<file path="config.mk">
export PLATFORM = sky130hd
export DESIGN_NAME = nt_cg_twiddle_agen
export DESIGN_NICKNAME = d
export VERILOG_FILES = /design/src/rtl/nt_cg_pkg.sv /design/src/rtl/nt_cg_seq.sv /design/src/rtl/nt_cg_addr.sv /design/src/rtl/nt_cg_twiddle_agen.sv
export SDC_FILE = /design/constraint.sdc
export NUM_CORES = 1
export LEC_CHECK = 0
export ABC_AREA = 1
export BUFFER_PORTS_ARGS = -buffer_cell sky130_fd_sc_hd__buf_2
export CORE_MARGIN = 10
export CORE_UTILIZATION = 56
export DETAILED_ROUTE_END_ITERATION = 7
export GPL_ROUTABILITY_DRIVEN = 0
export PLACE_DENSITY = 0.79
export SLEW_MARGIN = 20
export SYNTH_ARGS = -nofsm -noshare
export SYNTH_HDL_FRONTEND = slang
export SYNTH_SLANG_ARGS = --single-unit
</file>
<file path="constraint.sdc">
create_clock -name clk -period 8.93 [get_ports clk]
set_clock_uncertainty 0.05 [all_clocks]
set_input_delay 1.786 -clock clk [delete_from_list [all_inputs] [get_ports clk]]
set_output_delay 1.786 -clock clk [all_outputs]
set_load 0.02 [all_outputs]
</file>
<file path="src/rtl/nt_cg_pkg.sv">
package nt_cg_pkg;

    typedef enum logic { DIR_FWD = 1'b0, DIR_INV = 1'b1 } dir_e;

    typedef enum logic { ST_IDLE = 1'b0, ST_RUN = 1'b1 } run_state_e;

    // First ROM entry of stage s: (4^(s-1)-1)/3; 0 for s <= 0.
    function automatic int stage_base(input int s);
        if (s <= 0) return 0;
        return ((1 << (2 * (s - 1))) - 1) / 3;
    endfunction

    // Mask that reduces an index modulo 4^(s-1); 0 for s <= 0.
    function automatic int stage_mask(input int s);
        if (s <= 0) return 0;
        return (1 << (2 * (s - 1))) - 1;
    endfunction

    function automatic int max1(input int v);
        return (v < 1) ? 1 : v;
    endfunction

endpackage

</file>
<file path="src/rtl/nt_cg_seq.sv">
module nt_cg_seq
    import nt_cg_pkg::*;
#(
    parameter int LOG4_MAX = 5,
    parameter int STG_W    = 3,
    parameter int IDX_W    = 8
) (
    input  logic             clk,
    input  logic             rst,
    input  logic             start,
    input  dir_e             dir_in,
    input  logic [STG_W-1:0] len_in,
    output logic             run,
    output logic             done,
    output dir_e             dir_q,
    output logic [STG_W-1:0] stage_q,
    output logic [IDX_W-1:0] cnt_q,
    output logic [IDX_W-1:0] last_i
);

    run_state_e       state_q;
    logic [STG_W-1:0] len_q;
    logic             done_q;
    logic             len_ok;
    logic             stage_end;
    logic             final_stage;
    logic [STG_W-1:0] fin_stage;

    assign len_ok    = (len_in != '0) && (len_in <= STG_W'(LOG4_MAX));
    assign last_i    = IDX_W'(stage_mask(int'(len_q)));
    assign fin_stage = (dir_q == DIR_INV) ? STG_W'(1) : len_q;
    assign stage_end = (cnt_q == last_i);
    assign final_stage = stage_end && (stage_q == fin_stage);

    always_ff @(posedge clk) begin
        if (rst) begin
            state_q <= ST_IDLE;
            dir_q   <= DIR_FWD;
            len_q   <= '0;
            stage_q <= '0;
            cnt_q   <= '0;
            done_q  <= 1'b0;
        end else begin
            done_q <= 1'b0;
            unique case (state_q)
                ST_IDLE: begin
                    if (start && len_ok) begin
                        state_q <= ST_RUN;
                        dir_q   <= dir_in;
                        len_q   <= len_in;
                        stage_q <= (dir_in == DIR_INV) ? len_in : STG_W'(1);
                        cnt_q   <= '0;
                    end
                end
                ST_RUN: begin
                    if (final_stage) begin
                        state_q <= ST_IDLE;
                        done_q  <= 1'b1;
                        cnt_q   <= '0;
                        stage_q <= '0;
                    end else if (stage_end) begin
                        cnt_q   <= '0;
                        stage_q <= (dir_q == DIR_INV) ? stage_q - STG_W'(1)
                                                      : stage_q + STG_W'(1);
                    end else begin
                        cnt_q <= cnt_q + IDX_W'(1);
                    end
                end
                default: state_q <= ST_IDLE;
            endcase
        end
    end

    assign run  = (state_q == ST_RUN);
    assign done = done_q;

    // done lasts a single cycle and never coincides with a butterfly
    assert_done_pulse_R5: assert property (@(posedge clk) disable iff (rst)
        done |=> !done);
    assert_done_excl_R5: assert property (@(posedge clk) disable iff (rst)
        done |-> !run);

    // inside a stage the counter advances by one per cycle
    assert_cnt_step_R2: assert property (@(posedge clk) disable iff (rst)
        (run && $past(run) && stage_q == $past(stage_q))
            |-> cnt_q == $past(cnt_q) + IDX_W'(1));

    // a stage change moves by exactly one and restarts the counter
    assert_stage_step_R3: assert property (@(posedge clk) disable iff (rst)
        (run && $past(run) && stage_q != $past(stage_q))
            |-> ((stage_q == $past(stage_q) + STG_W'(1)) ||
                 (stage_q == $past(stage_q) - STG_W'(1))) && cnt_q == '0);

    // mode and length stay frozen for the whole run
    assert_cfg_frozen_R6: assert property (@(posedge clk) disable iff (rst)
        (run && $past(run)) |-> $stable(dir_q) && $stable(len_q));

endmodule

</file>
<file path="src/rtl/nt_cg_addr.sv">
module nt_cg_addr
    import nt_cg_pkg::*;
#(
    parameter int LOG4_MAX = 5,
    parameter int STG_W    = 3,
    parameter int IDX_W    = 8,
    parameter int ADDR_W   = 9
) (
    input  logic              clk,
    input  logic              rst,
    input  logic              valid,
    input  dir_e              dir,
    input  logic [STG_W-1:0]  stage,
    input  logic [IDX_W-1:0]  cnt,
    input  logic [IDX_W-1:0]  last_i,
    output logic [IDX_W-1:0]  idx,
    output logic [ADDR_W-1:0] addr
);

    localparam int AW1 = ADDR_W + 1;

    logic [AW1-1:0]   base_tab [0:LOG4_MAX+1];
    logic [IDX_W-1:0] mask_tab [0:LOG4_MAX+1];

    // Per-stage base offset and residue mask, one entry per stage number.
    for (genvar g = 0; g <= LOG4_MAX + 1; g++) begin : g_stage_tab
        assign base_tab[g] = AW1'(stage_base(g));
        assign mask_tab[g] = IDX_W'(stage_mask(g));
    end

    logic [IDX_W-1:0] idx_raw;
    logic [AW1-1:0]   addr_raw;

    assign idx_raw  = (dir == DIR_INV) ? (last_i - cnt) : cnt;
    assign addr_raw = AW1'(idx_raw & mask_tab[stage]) + base_tab[stage];

    assign idx  = valid ? idx_raw : '0;
    assign addr = valid ? addr_raw[ADDR_W-1:0] : '0;

    // each address lies inside the slice owned by its stage
    assert_addr_slice_R4: assert property (@(posedge clk) disable iff (rst)
        valid |-> ({1'b0, addr} >= base_tab[stage]) &&
                  ({1'b0, addr} <  base_tab[stage + STG_W'(1)]));

    // the index never leaves the range of the latched length
    assert_idx_bound_R3: assert property (@(posedge clk) disable iff (rst)
        valid |-> idx <= last_i);

endmodule

</file>
<file path="src/rtl/nt_cg_twiddle_agen.sv">
module nt_cg_twiddle_agen
    import nt_cg_pkg::*;
#(
    parameter int LOG4_MAX = 5,
    localparam int STG_W   = max1($clog2(LOG4_MAX + 1)),
    localparam int IDX_W   = max1(2 * LOG4_MAX - 2),
    localparam int ADDR_W  = max1($clog2(stage_base(LOG4_MAX + 1)))
) (
    input  logic              clk,
    input  logic              rst,
    input  logic              start,
    input  logic              inverse,
    input  logic [STG_W-1:0]  len_log4,
    output logic              valid,
    output logic              done,
    output logic [STG_W-1:0]  stage,
    output logic [IDX_W-1:0]  bfly_idx,
    output logic [ADDR_W-1:0] rom_addr
);

    logic             run;
    dir_e             dir_q;
    logic [STG_W-1:0] stage_q;
    logic [IDX_W-1:0] cnt_q;
    logic [IDX_W-1:0] last_i;

    nt_cg_seq #(
        .LOG4_MAX (LOG4_MAX),
        .STG_W    (STG_W),
        .IDX_W    (IDX_W)
    ) u_seq (
        .clk     (clk),
        .rst     (rst),
        .start   (start),
        .dir_in  (dir_e'(inverse)),
        .len_in  (len_log4),
        .run     (run),
        .done    (done),
        .dir_q   (dir_q),
        .stage_q (stage_q),
        .cnt_q   (cnt_q),
        .last_i  (last_i)
    );

    nt_cg_addr #(
        .LOG4_MAX (LOG4_MAX),
        .STG_W    (STG_W),
        .IDX_W    (IDX_W),
        .ADDR_W   (ADDR_W)
    ) u_addr (
        .clk    (clk),
        .rst    (rst),
        .valid  (run),
        .dir    (dir_q),
        .stage  (stage_q),
        .cnt    (cnt_q),
        .last_i (last_i),
        .idx    (bfly_idx),
        .addr   (rom_addr)
    );

    assign valid = run;
    assign stage = run ? stage_q : '0;

endmodule

</file>
==> impl_metrics.py, run 1 <==
metrics = {
    "synthesis": {
        "ys_seq_area_share_pct": 18.1,
        "postSynthAreaPerCell_um2": 6.05,
        "synth_common_cells": "76 x nand2_1, 49 x inv_1, 32 x nor2_1, 25 x nand3_1, 22 x a21oi_1",
        "synthFlopType": "dfxtp_1",
        "netlist.area_leader.share_pct": 18.1,
        "synth_most_common_cell": "nand2_1",
        "synth_edf_count": 0,
        "syn_nets": 334,
        "async_reset_ff_share_pct": 0,
        "netlist_area_um2": 1880,
        "synth_area_leader_cell": "dfxtp_1",
        "yosys_warnings": 0,
        "ys_top_cells_by_area": "dfxtp_1 18%, nand2_1 15%, ha_1 10%",
        "synth_cell_types": 37,
        "synth_cells": 310,
        "ys_seq_elements": 17,
    },
    "sta": {
        "maxSlewViolCount": 0,
        "min_period_over_period_pct": 62.5,
        "min_period_ns": 5.58,
        "max_freq_mhz": 179,
        "rsz0062_at_grt": "no",
        "tightest_slew_ns": 0.670,
        "slew-limit-headroom_pct": 55.3,
        "setup_viol": 0,
        "setup_tns_ns": 0,
        "hold_violations": 0,
    },
    "routing": {
        "avgViaCountPerCell": 5.32,
        "drt_iter0_markers": 174,
        "routedWlPerCell_um": 12.6,
        "vias": 2033,
        "dr.pass1.iters": 5,
        "ant_nets": 0,
        "drc": 0,
        "drt_wl_total_um": 4820,
    },
    "worst_setup_path": {
        "reg2reg_depth": 13,
        "worstPathRequired_ns": 7.09,
        "arrival_ns": 3.74,
        "worst-path-max-fanout": 5,
        "critPathLaunchType": "register",
        "endpoint_kind": "output pin",
        "path_class": "reg -> out",
    },
    "clock_network": {
        "cts.clk_slew.worst_paths_ns": 0.10,
        "cts_htree_levels": 1,
        "cts_tree": "done",
        "clock_latency_ns": 0.30,
        "cts_num_sinks": 17,
        "cts_resized": 0,
        "cts-root-buf": "clkbuf_4",
        "cts_buffer_depth": 2,
        "postCtsHoldBufs": 0,
        "cts_setup_buffers": 0,
        "cts_buffers": 3,
    },
    "die": {
        "rows": 20,
        "core_area_um2": 3130,
        "die_w_um": 77.9,
        "dieHeight_um": 77.9,
        "start_util_pct": 60.0,
        "io_pins": 29,
        "dieArea_um2": 6070,
    },
    "finish": {
        "multiInputGateArea_um2": 1310,
        "final-seq-area_um2": 340,
        "diodes": 0,
        "utilization_pct": 66.5,
        "syn_to_final_growth_pct": 10.8,
        "num-fill-cells": 312,
        "drive_gt1_share_pct": 16.6,
        "nets": 363,
    },
    "min_path": {
        "hold_path_class": "reg -> reg",
        "whs_path_depth": 2,
    },
    "pwr": {
        "vdd.ir_drop.worst_v": 0.0000934,
        "p_leak_uw": 0.00109,
        "p_per_area_nw_per_um2": 133,
    },
    "place": {
        "numPortBuffers": 28,
        "hpwl_um": 3930,
    },
    "grt": {
        "antenna_found_initial": 0,
        "grt_max_degree": 16,
        "grt_pass1_vias": 1826,
        "grt_first_pass_wirelength_um": 8250,
        "grt.overflow.total": 0,
        "track_usage_pct": 15.8,
    },
    "outcome": {
        "outcome": "complete, no violations",
    },
    "flow_run": {
        "drv_cap": 0,
    },
}
==> layout by cell type, fill, tap and decap left out, types with 2 or more instances in the layout <==
cell type  count
nand2_2        6
clkbuf_4       3
o21ai_1        5
fa_1           2
a21oi_2        4
dfxtp_1       17
buf_2         28
a21oi_1       22
nor2_1        32
xor2_1         6
a211oi_1       2
nand4_1        4
nand2_1       76
nor2_4         2
ha_1          15
o21ai_0       11
inv_2          5
inv_1         49
nand3_2        3
a31oi_1        3
nand3_1       25
o22ai_1        3
nand3b_1       2
==> stage by stage <==
step / instance area [um2] / total power [uW] / setup WS [ns] / hold WS [ns] / instances
after global placement: 2050 / 232 / 3.80 / 0.430 / 378
after floorplan: 1880 / 204 / 3.97 / 0.412 / 310
after detailed placement: 2050 / 234 / 3.70 / 0.445 / 378
final: 2080 / 277 / 3.35 / 0.466 / 382
after global routing: 2080 / 304 / 2.97 / 0.484 / 382
after CTS: 2080 / 276 / 3.36 / 0.460 / 382
==> where the power goes <==
| group | total (uW) | switching (uW) | leakage [uW] | internal (uW) |
|---|---|---|---|---|
| logic | 145 | 94.5 | 0.000930 | 50.9 |
| clock network | 42.2 | 25.5 | 0.0000177 | 16.7 |
| registers | 88.9 | 8.89 | 0.000139 | 80.1 |
| total | 277 | 129 | 0.00109 | 148 |
==> path summary, 6_finish.rpt <==
path | start | slack [ns] | endpoint
worst min-delay path | u_seq.cnt_q[1] | 0.47 | u_seq.cnt_q[1]
worst max-delay path | u_seq.len_q[0] | 3.35 | rom_addr[8]
worst min register to register | u_seq.cnt_q[1] | 0.47 | u_seq.cnt_q[1]
worst max register to register | u_seq.len_q[0] | 5.77 | u_seq.stage_q[0]
==> logic make-up after synthesis <==
group | Yosys count | synth area share (%)
DFF | 17 | 18.1
and+or+nand+nor | 157 | 37.9
AOI/OAI and AO/OA | 54 | 16.7
adders and majority gates | 17 | 12.1
buffers and inverters | 58 | 11.9
xor gates and xnor gates | 7 | 3.27
==> sequential cells by signal, indices dropped and copies added (netlist names) <==
register,count
u_seq.cnt_q,8
u_seq.dir_q,1
u_seq.done,1
u_seq.len_q,3
u_seq.run,1
u_seq.stage_q,3
==> cell type report <==
cell class,instances,share of cell area (%)
clock buffers,3,1.08
clock inverters,1,0.241
inverters,54,9.75
multi-input cells,235,63.2
flip-flops and latches,17,16.4
well taps,44,2.65
repair buffers,28,6.74
==> layer usage <==
metal	vias to the layer above	track usage, %	share of wire (%)
met5	-	0	0
met4	0	4.12	1.3
met3	7	3.00	5.7
met2	54	26.2	46
met1	917	20.3	47
li1	1055	-	-
==> critical path: stages, from the launching register on <==
cell     delay [ns]
dfxtp_1        0.39
inv_1          0.12
ha_1           0.22
ha_1           0.34
nand2_1        0.13
nand2_1        0.09
ha_1           0.18
inv_1          0.12
fa_1           0.42
nand2_1        0.07
o21ai_0        0.11
inv_1          0.11
nor2_1         0.05
ha_1           0.19
inv_1          0.08
nand3_1        0.08
nand4_1        0.13
nand2_1        0.08
nand2_2        0.09
nand2_1        0.07
nand3_1        0.07
nand2_1        0.05
nor2_1         0.09
buf_2          0.16
No activity file was read; power rests on OpenSTA's default activity.
==> run 2, diff against run 1 <==
--- a/config.mk
+++ b/config.mk
@@ -8,10 +8,10 @@
 export ABC_AREA = 1
 export BUFFER_PORTS_ARGS = -buffer_cell sky130_fd_sc_hd__buf_2
 export CORE_MARGIN = 10
-export CORE_UTILIZATION = 56
+export CORE_UTILIZATION = 52
 export DETAILED_ROUTE_END_ITERATION = 7
 export GPL_ROUTABILITY_DRIVEN = 0
-export PLACE_DENSITY = 0.79
+export PLACE_DENSITY = 0.77
 export SLEW_MARGIN = 20
 export SYNTH_ARGS = -nofsm -noshare
 export SYNTH_HDL_FRONTEND = slang
==> constraint.sdc (replaced) <==
create_clock -name clk -period 5.1 [get_ports clk]
set_clock_uncertainty 0.05 [all_clocks]
set_input_delay 1.02 -clock clk [delete_from_list [all_inputs] [get_ports clk]]
set_output_delay 1.02 -clock clk [all_outputs]
set_load 0.02 [all_outputs]
==> run 2 against run 1 <==
Against the previous run: core utilization shrank 5.3 points; total power grew 76%; cell count grew 0.52%; design area increased by 0.42%; non-clock buffer count did not move; setup slack worse by 3.0 ns; critical path type unchanged; critical endpoint unchanged; largest cell class unchanged.
==> impl_metrics.py, run 2 (synthesized netlist as in run 1, its figures left out) <==
metrics = {
    "worst_setup_path": {
        "critPathLaunchType": "register",
        "arrival_ns": 3.64,
        "path_buf_inv": 5,
        "worstReg2RegStart": "u_seq.len_q[0]",
        "path_class": "reg -> out",
        "startpoint": "u_seq.len_q[0]",
        "worstPathRequired_ns": 4.03,
        "path_delay_family": "adder cells",
        "slowest_stage": "fa_1",
        "reg2reg_slack_ns": 1.90,
        "path_cells": "inv_1 > ha_1 > ha_2 > nand2_2 > nand2_1 > ha_1 > inv_1 > fa_1 > nand2_1 > o21ai_0 > inv_1 > nor2_1 > ha_1 > inv_1 > nand3_1 > nand4_1 > nand2_1 > nand2_2 > nand2_1 > nand3_1 > nand2_1 > nor2_1 > buf_2",
        "regToRegEndpoint": "u_seq.stage_q[0]",
        "reg2reg_depth": 13,
        "worst-path-max-fanout": 5,
        "slowest_delay_ns": 0.42,
        "endpoint_kind": "output pin",
        "path_common_cell": "nand2_1",
    },
    "finish": {
        "top_regs": "u_seq.cnt_q: 8 flops, u_seq.len_q: 3 flops, u_seq.stage_q: 3 flops",
        "top_register": "u_seq.cnt_q",
        "diodes": 0,
        "syn_to_final_growth_pct": 11.3,
        "nets": 363,
        "drive_gt1_share_pct": 17.5,
        "final_common_cell": "nand2_1",
        "final_cell_mix": "75 x nand2_1, 49 x inv_1, 32 x nor2_1",
        "largest_register_ff_count": 8,
    },
    "min_path": {
        "hold_path_class": "reg -> reg",
        "worstHoldStart": "u_seq.cnt_q[1]",
        "hold_path_end": "u_seq.cnt_q[1]",
        "whs_path_depth": 2,
    },
    "die": {
        "dieArea_um2": 6410,
        "core_area_um2": 3420,
        "dieHeight_um": 80.1,
        "rows": 21,
        "die_w_um": 80.1,
        "io_pins": 29,
        "start_util_pct": 54.9,
    },
    "pwr": {
        "vdd.ir_drop.worst_v": 0.000178,
        "p_per_area_nw_per_um2": 233,
        "p_leak_uw": 0.00108,
    },
    "flow_run": {
        "drv_cap": 0,
    },
    "sta": {
        "setup_viol": 0,
        "min_period_over_period_pct": 92.3,
        "tightest_slew_ns": 0.673,
        "hold_ws_ns": 0.464,
        "rsz0062_at_grt": "no",
        "setup_tns_ns": 0,
        "hold_violations": 0,
        "slew-limit-headroom_pct": 55.1,
        "maxSlewViolCount": 0,
        "max_freq_mhz": 212,
        "min_period_ns": 4.71,
    },
    "grt": {
        "grt.overflow.total": 0,
        "grt_pass1_vias": 1911,
        "grt_max_degree": 16,
        "grt_first_pass_wirelength_um": 8490,
        "track_usage_pct": 15.4,
        "antenna_found_initial": 0,
    },
    "clock_network": {
        "cts_num_sinks": 17,
        "clock_latency_ns": 0.29,
        "cts_htree_levels": 1,
        "cts_buffer_depth": 2,
        "cts_resized": 0,
        "cts_setup_buffers": 0,
        "cts_buffers": 3,
        "cts-root-buf": "clkbuf_4",
        "cts.clk_slew.worst_paths_ns": 0.10,
        "cts_tree": "done",
        "postCtsHoldBufs": 0,
    },
    "routing": {
        "avgViaCountPerCell": 5.28,
        "drt_wl_total_um": 4840,
        "dr.pass1.iters": 4,
        "vias": 2027,
        "routedWlPerCell_um": 12.6,
        "drt_iter0_markers": 93,
        "ant_nets": 0,
        "drc": 0,
    },
    "place": {
        "hpwl_um": 3960,
        "numPortBuffers": 28,
    },
    "outcome": {
        "outcome": "complete, no violations",
    },
}
==> run 2: changes by cell type in the layout (fill, tap and decap cells not counted) <==
cell,delta
dfxtp_1,-2
dfxtp_2,+2
clkbuf_1,+1
clkinv_2,-1
ha_1,-1
ha_2,+1
nand2_1,-1
nand2_2,+1
==> run 2: area by class of cell <==
type                            instances  area, um2
Multi-Input combinational cell        235       1320
Tap cell                               46       57.6
Inverter                               54        203
Timing Repair Buffer                   28        140
Sequential cell                        17        343
Clock buffer                            4       26.3
Fill cell                             334       1330
==> run 2: worst max-delay path by stage <==
stage                  endpoint  slack, ns  depth (start not counted)
floorplan           rom_addr[8]       0.91                         22
global placement    rom_addr[8]       0.74                         23
detailed placement  rom_addr[8]       0.58                         23
CTS                 rom_addr[8]       0.25                         23
global route        rom_addr[8]       0.07                         23
finish              rom_addr[8]       0.39                         23
==> run 2: power by group <==
part           switching (uW)  leakage (uW)  internal, uW
Sequential               16.2      0.000140           140
Clock                    43.5     0.0000150          30.4
Combinational             165      0.000929          90.1
Total                     225       0.00108           261
==> run 2: metrics by stage <==
| stage | utilization [%] | worst slack [ns] | area (um2) | power [uW] | cells |
|---|---|---|---|---|---|
| 2_1_floorplan | - | 0.906 | 1880 | 356 | 310 |
| 3_3_place_gp | 60.1 | 0.745 | 2050 | 408 | 380 |
| 3_5_place_dp | 60.1 | 0.581 | 2050 | 412 | 380 |
| 4_1_cts | 60.9 | 0.252 | 2080 | 484 | 384 |
| 5_1_grt | 61.1 | 0.0672 | 2090 | 535 | 384 |
| 6_report | 61.1 | 0.392 | 2090 | 486 | 384 |
==> run 2: routing by layer <==
layer  track usage, %  wire length [um]  up-vias
met5                0                 0        -
met4             4.75                42        0
met3             2.12               231        6
met2             26.2              2300       54
met1             19.5              2270      905
li1                 -                 -     1062
==> run 2: worst min-delay path, delay by kind of cell (launching register included) <==
family / cells / cell delay [ns]
compound gates: 1 / 0.06
flops: 1 / 0.34
simple gates: 1 / 0.07
==> run 3, diff against run 2 <==
--- a/config.mk
+++ b/config.mk
@@ -5,13 +5,12 @@
 export SDC_FILE = /design/constraint.sdc
 export NUM_CORES = 1
 export LEC_CHECK = 0
-export ABC_AREA = 1
 export BUFFER_PORTS_ARGS = -buffer_cell sky130_fd_sc_hd__buf_2
 export CORE_MARGIN = 10
-export CORE_UTILIZATION = 52
+export CORE_UTILIZATION = 25
 export DETAILED_ROUTE_END_ITERATION = 7
 export GPL_ROUTABILITY_DRIVEN = 0
-export PLACE_DENSITY = 0.77
+export PLACE_DENSITY = 0.43
 export SLEW_MARGIN = 20
 export SYNTH_ARGS = -nofsm -noshare
 export SYNTH_HDL_FRONTEND = slang
==> run 3 against run 2 <==
Against the previous run: area after synthesis grew 0.60%; non-clock buffer count grew 2; critical endpoint unchanged; register-to-register slack lost 0.29 ns; sequential cell count is the same; combinational power shrank 8.2%.
==> impl_metrics.py, run 3 <==
metrics = {
    "synthesis": {
        "synth_edf_count": 0,
        "ys_top_cells_by_area": "dfxtp_1 18%, ha_1 9.9%, nor2_1 6.6%",
        "synth_common_cells": "33 x nor2_1, 22 x nand2_1, 21 x a21oi_1, 17 x dfxtp_1",
        "yosys_warnings": 0,
        "async_reset_ff_share_pct": 0,
        "synth_cell_types": 53,
        "ys_seq_area_share_pct": 18.0,
        "ys_seq_elements": 17,
        "synth_most_common_cell": "nor2_1",
        "syn_nets": 281,
        "synthFlopType": "dfxtp_1",
        "netlist_area_um2": 1890,
        "netlist.area_leader.share_pct": 18.0,
        "synth_cells": 257,
        "postSynthAreaPerCell_um2": 7.35,
        "synth_area_leader_cell": "dfxtp_1",
    },
    "clock_network": {
        "cts.clk_slew.worst_paths_ns": 0.07,
        "cts_buffers": 3,
        "cts-root-buf": "clkbuf_8",
        "clock_latency_ns": 0.26,
        "cts_buffer_depth": 2,
        "postCtsHoldBufs": 0,
        "cts_htree_levels": 1,
        "cts_num_sinks": 17,
        "cts_tree": "done",
    },
    "routing": {
        "drc": 0,
        "avgViaCountPerCell": 4.94,
        "dr.pass1.iters": 4,
        "drt_wl_total_um": 5720,
        "drt_iter0_markers": 54,
        "vias": 1864,
        "ant_nets": 0,
        "routedWlPerCell_um": 15.2,
    },
    "finish": {
        "drive_gt1_share_pct": 21.2,
        "final-seq-area_um2": 348,
        "num-fill-cells": 823,
        "nets": 303,
        "final_common_cell": "nor2_1",
        "utilization_pct": 30.8,
        "multiInputGateArea_um2": 1510,
        "top_register": "u_seq.cnt_q",
        "syn_to_final_growth_pct": 19.0,
        "largest_register_ff_count": 8,
        "diodes": 0,
        "top_regs": "u_seq.cnt_q: 8 flops, u_seq.len_q: 3 flops, u_seq.stage_q: 3 flops",
        "final_cell_mix": "33 x nor2_1, 28 x buf_2, 22 x nand2_1",
        "final_cells": 377,
    },
    "die": {
        "io_pins": 29,
        "start_util_pct": 25.9,
        "rows": 31,
        "dieHeight_um": 107,
        "core_area_um2": 7290,
        "die_w_um": 107,
        "dieArea_um2": 11400,
    },
    "min_path": {
        "worstHoldStart": "u_seq.len_q[1]",
        "whs_path_depth": 2,
        "hold_path_end": "u_seq.len_q[1]",
        "hold_path_class": "reg -> reg",
    },
    "sta": {
        "hold_ws_ns": 0.502,
        "rsz0062_at_grt": "no",
        "slew-limit-headroom_pct": 57.2,
        "setup_viol": 0,
        "setup_tns_ns": 0,
        "min_period_ns": 4.79,
        "hold_violations": 0,
        "maxSlewViolCount": 0,
        "tightest_slew_ns": 0.641,
        "max_freq_mhz": 209,
        "min_period_over_period_pct": 93.9,
    },
    "place": {
        "hpwl_um": 4470,
        "dp.cells": 372,
        "numPortBuffers": 28,
    },
    "worst_setup_path": {
        "path_class": "reg -> out",
        "critPathLaunchType": "register",
        "reg2reg_depth": 14,
        "worstPathRequired_ns": 4.03,
        "worstReg2RegStart": "u_seq.len_q[0]",
        "regToRegEndpoint": "u_seq.stage_q[2]",
        "endpoint_kind": "output pin",
        "reg2reg_slack_ns": 1.61,
        "worst-path-max-fanout": 8,
        "arrival_ns": 3.72,
    },
    "grt": {
        "grt_max_degree": 24,
        "track_usage_pct": 10.2,
        "grt.overflow.total": 0,
        "grt_first_pass_wirelength_um": 9700,
        "grt_pass1_vias": 1879,
        "antenna_found_initial": 0,
    },
    "pwr": {
        "p_per_area_nw_per_um2": 222,
        "vdd.ir_drop.worst_v": 0.000110,
        "p_leak_uw": 0.000868,
    },
    "flow_run": {
        "drv_cap": 0,
    },
    "outcome": {
        "outcome": "complete, no violations",
    },
}
==> run 3: kinds of logic (layout without fill, tap and decap cells) <==
kind of cell | after synthesis | after routing | synth area share [%]
compound gates | 68 | 68 | 25.1
xor+xnor | 16 | 16 | 7.82
fa+ha+maj | 17 | 17 | 12.1
buf+inv | 29 | 50 | 6.03
flops | 17 | 17 | 18.0
mux | 6 | 6 | 3.91
simple gates | 104 | 104 | 27.0
==> run 3: per-stage QoR <==
stage	power, uW	cell area (um2)	setup WS (ns)
floorplan	331	1890	0.348
global placement	384	2110	0.244
detailed placement	382	2110	0.218
CTS	490	2150	0.0925
global route	539	2250	0.00766
finish	498	2250	0.309
==> run 3: power by group <==
group / internal, uW / leakage, uW / switching (uW)
registers: 139 / 0.000140 / 19.1
clock network: 54.4 / 0.0000255 / 51.1
logic: 92.6 / 0.000703 / 141
total: 286 / 0.000868 / 212
==> run 3: area by class of cell <==
type                            count  area share (%)
Multi-Input combinational cell    211            67.4
Clock inverter                      1           0.223
Clock buffer                        3            1.84
Sequential cell                    17            15.5
Timing Repair Buffer               30            6.90
Tap cell                           99            5.51
Inverter                           16            2.67
==> run 3: worst max-delay path, cell delays in order (launching register included) <==
cell and delay (ns):
dfxtp_4 0.39, inv_1 0.07, ha_2 0.20, ha_4 0.28, nand2_1 0.07, nand2b_1 0.10
ha_2 0.18, inv_1 0.05, fa_1 0.47, nand2_1 0.07, a21boi_2 0.18, nor2_1 0.13
ha_2 0.23, nor2_1 0.06, o211ai_1 0.27, a41oi_2 0.19, o41ai_2 0.30, buf_2 0.21
==> run 3: metal layers <==
layer / global-route usage [%] / routed length [um] / vias to the layer above
li1: - / - / 961
met1: 13.5 / 2840 / 874
met2: 16.5 / 2630 / 20
met3: 1.56 / 149 / 9
met4: 3.38 / 107 / 0
met5: 0 / 0 / -
==> run 3: repair_timing <==
item,4_1_cts,5_1_grt
buffers inserted,0,1
pin swaps,0,4
resized for setup,3,17
setup endpoints to repair,1,4
==> run 3: how the worst max path moves through the flow <==
stage | cells after the start | from | slack, ns | endpoint
after floorplan | 14 | u_seq.len_q[0] | 0.35 | rom_addr[8]
after global placement | 18 | u_seq.len_q[0] | 0.24 | rom_addr[8]
after detailed placement | 18 | u_seq.len_q[1] | 0.22 | rom_addr[8]
after CTS | 18 | u_seq.len_q[0] | 0.09 | rom_addr[8]
after global routing | 18 | u_seq.len_q[1] | 0.008 | rom_addr[8]
final | 17 | u_seq.len_q[0] | 0.31 | rom_addr[8]
